==> src/rtl/ws_seq_pkg.sv <==
package ws_seq_pkg;
   typedef enum logic [1:0] {
      SP_X  = 2'd0,
      SP_Y  = 2'd1,
      SP_P  = 2'd2,
      SP_IO = 2'd3
   } space_e;

   localparam int NUM_SPACES = 4;
   localparam int PAIR_OVERHEAD = 2;
endpackage

==> src/rtl/ws_cfg_regs.sv <==
module ws_cfg_regs #(
   parameter int WW = 4,
   parameter int NS = 4
) (
   input  logic            clk,
   input  logic            rst_n,
   input  logic            wr_en,
   input  logic            busy,
   input  logic [NS*WW-1:0] wr_data,
   output logic [NS*WW-1:0] waits
);
   // one field register per space; writes are refused mid-access
   for (genvar k = 0; k < NS; k++) begin : g_field
      logic [WW-1:0] field_q;
      always_ff @(posedge clk) begin
         if (!rst_n)
            field_q <= '0;
         else if (wr_en && !busy)
            field_q <= wr_data[k*WW +: WW];
      end
      assign waits[k*WW +: WW] = field_q;
   end
endmodule

==> src/rtl/ws_cost_calc.sv <==
module ws_cost_calc
   import ws_seq_pkg::*;
#(
   parameter int WW = 4,
   parameter int NS = 4,
   localparam int CW = WW + 2
) (
   input  logic [NS*WW-1:0] waits,
   input  logic [1:0]       space,
   input  logic             pair,
   input  logic [NS-1:0]    ext_map,
   output logic [CW-1:0]    total,
   output logic [CW-1:0]    first_len,
   output logic [1:0]       first_sp
);
   logic [WW-1:0] wx, wy, wsel;

   assign wx   = waits[0 +: WW];
   assign wy   = waits[WW +: WW];
   assign wsel = waits[space*WW +: WW];

   always_comb begin
      total     = '0;
      first_len = '0;
      first_sp  = space;
      if (pair) begin
         first_sp = SP_X;
         unique case (ext_map[1:0])
            2'b01: begin
               total     = CW'(wx);
               first_len = CW'(wx);
            end
            2'b10: begin
               total     = CW'(wy);
               first_len = CW'(wy);
               first_sp  = SP_Y;
            end
            2'b11: begin
               total     = CW'(PAIR_OVERHEAD) + CW'(wx) + CW'(wy);
               first_len = CW'(1) + CW'(wx);
            end
            default: ;
         endcase
      end else if (ext_map[space]) begin
         total     = CW'(wsel);
         first_len = CW'(wsel);
      end
   end
endmodule

==> src/rtl/ws_seq_fsm.sv <==
module ws_seq_fsm
   import ws_seq_pkg::*;
#(
   parameter int CW = 6
) (
   input  logic          clk,
   input  logic          rst_n,
   input  logic          accept,
   input  logic [CW-1:0] total,
   input  logic [CW-1:0] first_len,
   input  logic [1:0]    first_sp,
   output logic          stall,
   output logic          done,
   output logic [1:0]    bus_space
);
   logic [CW-1:0] rem_q, pos_q, flen_q;
   logic [1:0]    fsp_q;
   logic          done_q;

   always_ff @(posedge clk) begin
      if (!rst_n) begin
         rem_q  <= '0;
         pos_q  <= '0;
         flen_q <= '0;
         fsp_q  <= SP_X;
         done_q <= 1'b0;
      end else if (accept) begin
         rem_q  <= total;
         pos_q  <= '0;
         flen_q <= first_len;
         fsp_q  <= first_sp;
         done_q <= (total == '0);
      end else if (rem_q != '0) begin
         rem_q  <= rem_q - 1'b1;
         pos_q  <= pos_q + 1'b1;
         done_q <= (rem_q == CW'(1));
      end else begin
         done_q <= 1'b0;
      end
   end

   assign stall     = (rem_q != '0);
   assign done      = done_q;
   assign bus_space = (pos_q < flen_q) ? fsp_q : SP_Y;
endmodule

==> src/rtl/ws_mem_seq.sv <==
module ws_mem_seq
   import ws_seq_pkg::*;
#(
   parameter int WW = 4,
   localparam int NS = NUM_SPACES,
   localparam int CW = WW + 2
) (
   input  logic             clk,
   input  logic             rst_n,
   input  logic             cfg_we,
   input  logic [NS*WW-1:0] cfg_wdata,
   input  logic             req_valid,
   input  logic [1:0]       req_space,
   input  logic             req_pair,
   input  logic [NS-1:0]    ext_map,
   output logic             req_ready,
   output logic             stall,
   output logic             done,
   output logic             bus_strobe,
   output logic [1:0]       bus_space
);
   if (WW < 1 || WW > 8) begin : g_bad_width
      $error("ws_mem_seq: WW must lie in 1..8");
   end

   logic [NS*WW-1:0] waits;
   logic [CW-1:0]    total, first_len;
   logic [1:0]       first_sp;
   logic             accept;

   ws_cfg_regs #(.WW(WW), .NS(NS)) u_cfg (
      .clk     (clk),
      .rst_n   (rst_n),
      .wr_en   (cfg_we),
      .busy    (stall),
      .wr_data (cfg_wdata),
      .waits   (waits)
   );

   ws_cost_calc #(.WW(WW), .NS(NS)) u_cost (
      .waits     (waits),
      .space     (req_space),
      .pair      (req_pair),
      .ext_map   (ext_map),
      .total     (total),
      .first_len (first_len),
      .first_sp  (first_sp)
   );

   assign req_ready = !stall;
   assign accept    = req_valid && req_ready;

   ws_seq_fsm #(.CW(CW)) u_fsm (
      .clk       (clk),
      .rst_n     (rst_n),
      .accept    (accept),
      .total     (total),
      .first_len (first_len),
      .first_sp  (first_sp),
      .stall     (stall),
      .done      (done),
      .bus_space (bus_space)
   );

   assign bus_strobe = stall;
endmodule

==> config.mk <==
export PLATFORM = sky130hd
export DESIGN_NAME = ws_mem_seq
export DESIGN_NICKNAME = d
export VERILOG_FILES = /design/src/rtl/ws_seq_pkg.sv /design/src/rtl/ws_cfg_regs.sv /design/src/rtl/ws_cost_calc.sv /design/src/rtl/ws_seq_fsm.sv /design/src/rtl/ws_mem_seq.sv
export SDC_FILE = /design/constraint.sdc
export NUM_CORES = 1
export LEC_CHECK = 0
export BUFFER_PORTS_ARGS = -buffer_cell sky130_fd_sc_hd__buf_2
export CAP_MARGIN = 10
export CORE_UTILIZATION = 55
export DETAILED_ROUTE_END_ITERATION = 10
export GPL_ROUTABILITY_DRIVEN = 0
export PLACE_DENSITY_LB_ADDON = 0.08
export SKIP_CTS_REPAIR_TIMING = 1
export SYNTH_ARGS = -nofsm -noshare
export SYNTH_HDL_FRONTEND = slang
export SYNTH_HIERARCHICAL = 1
export SYNTH_SLANG_ARGS = --single-unit
export TNS_END_PERCENT = 1
==> constraint.sdc <==
create_clock -name clk -period 3.1 [get_ports clk]
set_input_delay 0.155 -clock clk [delete_from_list [all_inputs] [get_ports clk]]
set_output_delay 0.155 -clock clk [all_outputs]
set_load 0.01 [all_outputs]
==> results of run 1 <==
[per-stage QoR]
stage               instance area (µm²)  utilization  power, µW  cells
finish                             2668       0.6437       1887    357
CTS                                2668       0.6437       1901    357
floorplan                          2450            -       1352    279
detailed placement                 2566       0.6193       1516    349
global placement                   2566       0.6193       1507    349
global route                       2668       0.6437       2031    357
[worst min-delay path by stage]
stage                                                    end  slack [ns]  depth (start not counted)
finish              u_cfg/g_field[0].field_q[3]$_SDFFE_PN0P_        0.11                          3
global route        u_cfg/g_field[0].field_q[3]$_SDFFE_PN0P_        0.11                          3
CTS                 u_cfg/g_field[0].field_q[3]$_SDFFE_PN0P_         0.1                          3
detailed placement  u_cfg/g_field[0].field_q[3]$_SDFFE_PN0P_        0.41                          3
global placement    u_cfg/g_field[3].field_q[3]$_SDFFE_PN0P_        0.40                          3
floorplan           u_cfg/g_field[2].field_q[0]$_SDFFE_PN0P_        0.30                          2
[sequential cells by signal, indices dropped and copies added, names as in the netlist]
name and flops:
u_fsm/done 1, u_fsm/rem_q 6, u_fsm/fsp_q 2, u_cfg/g_field.field_q 16, u_fsm/pos_q 6, u_fsm/flen_q 6
[layout make-up]
type                       count  area [µm²]
inverter                      16       60.06
multi-input combinational    211        1520
timing repair buffer          35       182.7
fill                         372        1476
clock inverter                 1       5.005
clock buffer                   7       96.34
sequential                    37       740.7
tap                           50       62.56
[logic make-up after synthesis]
family	after synthesis	share of synthesized area
xor+xnor	11	0.03933
buf+inv	31	0.07712
mux	32	0.1639
compound gates	39	0.1062
simple gates	110	0.2145
flops	37	0.3023
other cells	1	0.001531
fa+ha+maj	18	0.09499
[cell usage after synthesis (2+ instances only)]
cell type	instances	area share
a21boi_0	2	0.0061
mux2_2	3	0.014
mux2i_1	24	0.098
o211ai_1	2	0.0061
clkbuf_8	2	0.011
a21oi_1	8	0.016
nand2_1	50	0.077
a22o_1	2	0.0072
dfxtp_1	37	0.30
xnor2_1	8	0.029
nand4_1	2	0.0051
nand3_1	15	0.031
nor2b_1	13	0.033
inv_1	16	0.025
nor2_1	16	0.025
buf_4	3	0.0092
buf_2	5	0.010
ha_1	17	0.087
o21ai_0	7	0.014
a22o_2	3	0.012
xor2_1	3	0.011
a21o_1	7	0.021
mux4_1	4	0.043
nand3b_1	2	0.0061
nor3_1	3	0.0061
buf_6	2	0.0092
a31oi_1	4	0.010
[routing by layer]
metal,track usage,up-vias
met5,0,-
met4,0.06888,0
met3,0.05428,2
met2,0.3542,47
met1,0.2960,885
li1,-,1013
[worst max-delay path, stage by stage, from the launching register on]
cell and delay [ns]:
dfxtp_1 0.40, inv_1 0.09, ha_1 0.29, inv_1 0.05
ha_1 0.18, inv_1 0.06, fa_1 0.48, a21oi_1 0.06
a22o_2 0.21, a21o_1 0.18, nor4_1 0.26, nand3_1 0.10
a21boi_0 0.15
[power breakdown]
group | leakage (µW) | internal [µW] | total [µW] | switching [µW]
sequential | 0.000301 | 577 | 678 | 101
clock | 0.0000542 | 201 | 376 | 175
combinational | 0.000805 | 387 | 833 | 446
total | 0.00116 | 1170 | 1890 | 722
==> impl_metrics.yaml, run 1 <==
drt:
  wl_met1_mm: 2.501
  routed_wl_mm: 4.862
  firstDrtPassIters: 4
  drc: 0
  wl_met3_um: 228
  vias_per_cell: 5.454
  wl_per_cell_um: 13.62
  num_vias: 1947
  drt_iter0_drc: 138
  highest_layer: "met4"
  detail-route-antenna-nets: 0
  dr_wl_met2_mm: 2.104
hold_path:
  hold_path.startpoint: "cfg_wdata[3]"
  hp-class: "in -> reg"
run_status:
  status: "finished, final reports clean"
clocking:
  cts_max_path_buffers: 2
  insertion_delay_ns: 0.29
  root_buffer: "clkbuf_8"
  tritoncts: "done"
  cts_buffers: 5
  clkSlewWorstSetupHoldPaths_ns: 0.07
  htree_levels: 2
  cts.sinks: 37
worst_setup_path:
  crit_end: "u_fsm/done$_SDFF_PN0_"
  crit_path_max_fanout: 5
  ff2ff_setup_slack_ns: 0.51
  reg2reg_from: "u_cfg/g_field[0].field_q[1]$_SDFFE_PN0P_"
  critPathLaunch: "u_cfg/g_field[0].field_q[1]$_SDFFE_PN0P_"
  crit_path_end_kind: "flop"
  timing_worst_setup_path_type: "reg -> reg"
  r2r_cells: 12
  critPathRequiredTime_ns: 3.31
  critPathLaunchType: "flop"
  crit_arrival_ns: 2.80
  r2r-end: "u_fsm/done$_SDFF_PN0_"
sta:
  hold_viol: 0
  fin_ws_ns: 0.5119
  setup_tns_ns: 0
  maxSlewViolCount: 0
  whs_ns: 0.1074
  skew_ns: 0.01040
  tightest_slew_ns: 0.8313
  final-setup-viol-count: 0
  fin_crit_ns: 2.588
  rsz0062_at_grt: "false"
  period_share: 0.8349
  slew_headroom: 0.4458
  timing.fmax_mhz: 386.4
global_route:
  grt_max_degree: 54
  grt_antenna_before_repair: 0
  first_global_vias: 1701
  overflow: 0
  grt_usage: 0.2227
  grt_pass1_wl_mm: 7.734
cells_and_area:
  syn2layout_area_growth_pct: 8.887
  num_antenna_cells: 0
  drive_gt1_frac: 0.1726
  layout_common_cells: "nand2_1, dfxtp_1, buf_2"
  layout.nets: 351
  mostFrequentLayoutCell: "nand2_1"
power:
  power_density_nw_per_um2: 707.4
  leakagePower_uw: 0.001161
  ir_worst_vdd_mv: 0.4191
yosys:
  synth_edf_count: 0
  ys_warn_count: 6
  synth_cells: 279
  netlist_area_um2: 2450
  synth_fp_nets: 324
  syn-mean-instance-area_um2: 8.781
  ys_async_sr_fraction: 0
  ys_types: 46
  synth_flop_cell: "dfxtp_1"
  synth-seq-cells: 37
  seq_area_frac_synth: 0.3023
floorplanning:
  rows: 23
  core_area_um2: 4144
  die-area_um2: 4725
  ios: 33
  die_h_um: 68.74
  initial_core_util: 0.5912
  dieWidth_um: 68.74
placed_design:
  post-dp-hpwl_mm: 3.502
  place_ws_ns: 0.5250
  portBuffers: 32
run:
  drv_cap: 0
Note: power is estimated with default switching activity, not from simulation.
==> inputs of run 2 (changes only) <==
ABC_AREA = 1   (was unset)
CORE_UTILIZATION = 53   (was 55)
clock period = 2.2 ns   (was 3.1 ns; I/O delays follow)
==> run 2 against run 1 <==
Compared with the run above:
- clock-buffer cell count down 1
- synthesized area increased by 5.1%
- synthesized cell count increased by 48%
- total power up 70%
- non-clock buffer count is 4 higher
- final cell count up 38%
- sequential power increased by 55%
- maximum frequency rose by 23%
- global-route usage up 3.0 points
- sequential share of layout area shrank 1.8 points
- largest cell class unchanged
==> impl_metrics.yaml, run 2 <==
global_route:
  overflow: 0
  grt_pass1_wl_mm: 10.25
  grt.met3_usage: 0.04219
  grtUsageMet1: 0.3536
  first_global_vias: 2342
  grt_max_degree: 29
  grt_antenna_before_repair: 0
  grtUsageMet2: 0.3962
  busiest_layer: "met2"
  grt_usage: 0.2531
sta:
  slew_headroom: 0.6595
  tightest_slew_ns: 0.5101
  timing.fmax_mhz: 476.7
  maxSlewViolCount: 0
  fin_crit_ns: 2.098
  hold_viol: 0
  fin_ws_ns: 0.1021
  final-setup-viol-count: 0
  skew_ns: 0.003791
  period_share: 0.9536
run_status:
  status: "finished, final reports clean"
clocking:
  insertion_delay_ns: 0.29
  clkSlewWorstSetupHoldPaths_ns: 0.07
  root_buffer: "clkbuf_8"
  cts_buffers: 5
  cts.sinks: 37
  htree_levels: 2
  cts_max_path_buffers: 2
  tritoncts: "done"
yosys:
  yosys.area.top_type: "dfxtp_1"
  synth_most_common_cell: "nand2_1"
  synth_flop_cell: "dfxtp_1"
  synth_top_cell_area_share: 0.2878
  synth_common_cells: "nand2_1, inv_1, nor2_1"
  synth_edf_count: 0
  syn-mean-instance-area_um2: 6.247
  synthTopCellsByArea: "dfxtp_1, nand2_1, inv_1"
  netlist_area_um2: 2574
  ys_types: 33
  synth_fp_nets: 457
  ys_warn_count: 6
  seq_area_frac_synth: 0.2878
  ys_async_sr_fraction: 0
  synth-seq-cells: 37
  synth_cells: 412
power:
  ir_worst_vdd_mv: 0.5424
  pwr-share-seq: 0.328
  leakagePower_uw: 0.001501
  power_density_nw_per_um2: 1118
  power_frac_comb: 0.520
  sw_frac_of_total: 0.4430
  power.internal_uw: 1784
  power.share.clock: 0.152
  p_switching_uw: 1419
placed_design:
  place_ws_ns: 0.1156
  portBuffers: 32
  dpl_cell_area_um2: 2736
  post-dp-hpwl_mm: 4.383
floorplanning:
  rows: 24
  ios: 33
  die_h_um: 71.69
  die-area_um2: 5139
  core_area_um2: 4504
  dieWidth_um: 71.69
  initial_core_util: 0.5714
hold_path:
  hp-class: "in -> reg"
cells_and_area:
  largest_reg_flops: 16
  num_antenna_cells: 0
  mostFrequentLayoutCell: "nand2_1"
  top_register: "u_cfg/g_field.field_q"
  drive_gt1_frac: 0.1719
  layout_common_cells: "nand2_1, inv_1, nor2_1"
  syn2layout_area_growth_pct: 11.28
  layout.nets: 487
  final_cell_area_um2: 2864
drt:
  wl_per_cell_um: 11.72
  drt_iter0_drc: 114
  vias_per_cell: 5.040
  drc: 0
  num_vias: 2490
  firstDrtPassIters: 5
  routed_wl_mm: 5.790
  detail-route-antenna-nets: 0
worst_setup_path:
  crit_path_max_fanout: 3
  crit_arrival_ns: 2.33
  timing_worst_setup_path_type: "reg -> reg"
  critPathRequiredTime_ns: 2.43
  critPathLaunchType: "flop"
  ff2ff_setup_slack_ns: 0.10
  crit_path_end_kind: "flop"
run:
  drv_cap: 0
-- run 2: logic make-up (layout without fill, tap and decap cells) --
| family | after synthesis | after routing | synth area share |
|---|---|---|---|
| simple gates | 221 | 221 | 0.3729 |
| fa+ha+maj | 18 | 18 | 0.09042 |
| buf+inv | 85 | 115 | 0.1400 |
| other cells | 1 | 1 | 0.001457 |
| flops | 37 | 37 | 0.2878 |
| xor+xnor | 3 | 3 | 0.01021 |
| compound gates | 47 | 47 | 0.09723 |
-- run 2: critical path, stage by stage, from the launching register on --
cell and delay, ns:
dfxtp_2 0.35, inv_2 0.05, ha_4 0.22, inv_1 0.05, ha_2 0.18, inv_2 0.04
fa_2 0.57, nor2_2 0.04, o21ai_1 0.12, nand2_1 0.08, nor2_1 0.12, nand3_1 0.08
a21oi_1 0.13
-- run 2: final timing paths --
check | cells past startpoint | to | start
setup / recovery | 12 | u_fsm/done$_SDFF_PN0_ | u_cfg/g_field[1].field_q[1]$_SDFFE_PN0P_
hold / removal | 5 | u_cfg/g_field[1].field_q[3]$_SDFFE_PN0P_ | cfg_wdata[7]
setup reg to reg | 12 | u_fsm/done$_SDFF_PN0_ | u_cfg/g_field[1].field_q[1]$_SDFFE_PN0P_
hold reg to reg | 2 | u_fsm/fsp_q[1]$_SDFFE_PN0P_ | u_fsm/fsp_q[1]$_SDFFE_PN0P_
-- run 2: power groups by stage --
stage	clock network [µW]	registers, µW	logic (µW)
floorplan	0	1030	1280
global placement	0	1050	1590
detailed placement	0	1060	1620
CTS	504	1050	1630
global route	536	1080	1950
finish	488	1050	1670
-- run 2: metrics by stage --
step	std cells	util	setup TNS (ns)	hold WS, ns	total power [µW]
after floorplan	412	-	0	0.2370	2313
after global placement	485	0.6075	0	0.4059	2645
after detailed placement	485	0.6075	0	0.4129	2677
after CTS	492	0.6275	0	0.1054	3177
after global routing	494	0.6358	-0.01508	0.1423	3560
final	494	0.6358	0	0.1136	3203
-- run 2: per-layer routing --
layer	vias to the layer above	wire length, µm
li1	1335	-
met1	1093	2876
met2	58	2623
met3	4	224
met4	0	65
met5	-	0
-- run 2: final cells by class --
cell class	count	area (µm²)
Inverter	69	260.3
Timing Repair Buffer	39	212.7
Fill cell	455	1640
Clock buffer	6	82.58
Multi-Input combinational cell	290	1493
Sequential cell	37	743.2
Clock inverter	1	7.507
Tap cell	52	65.06
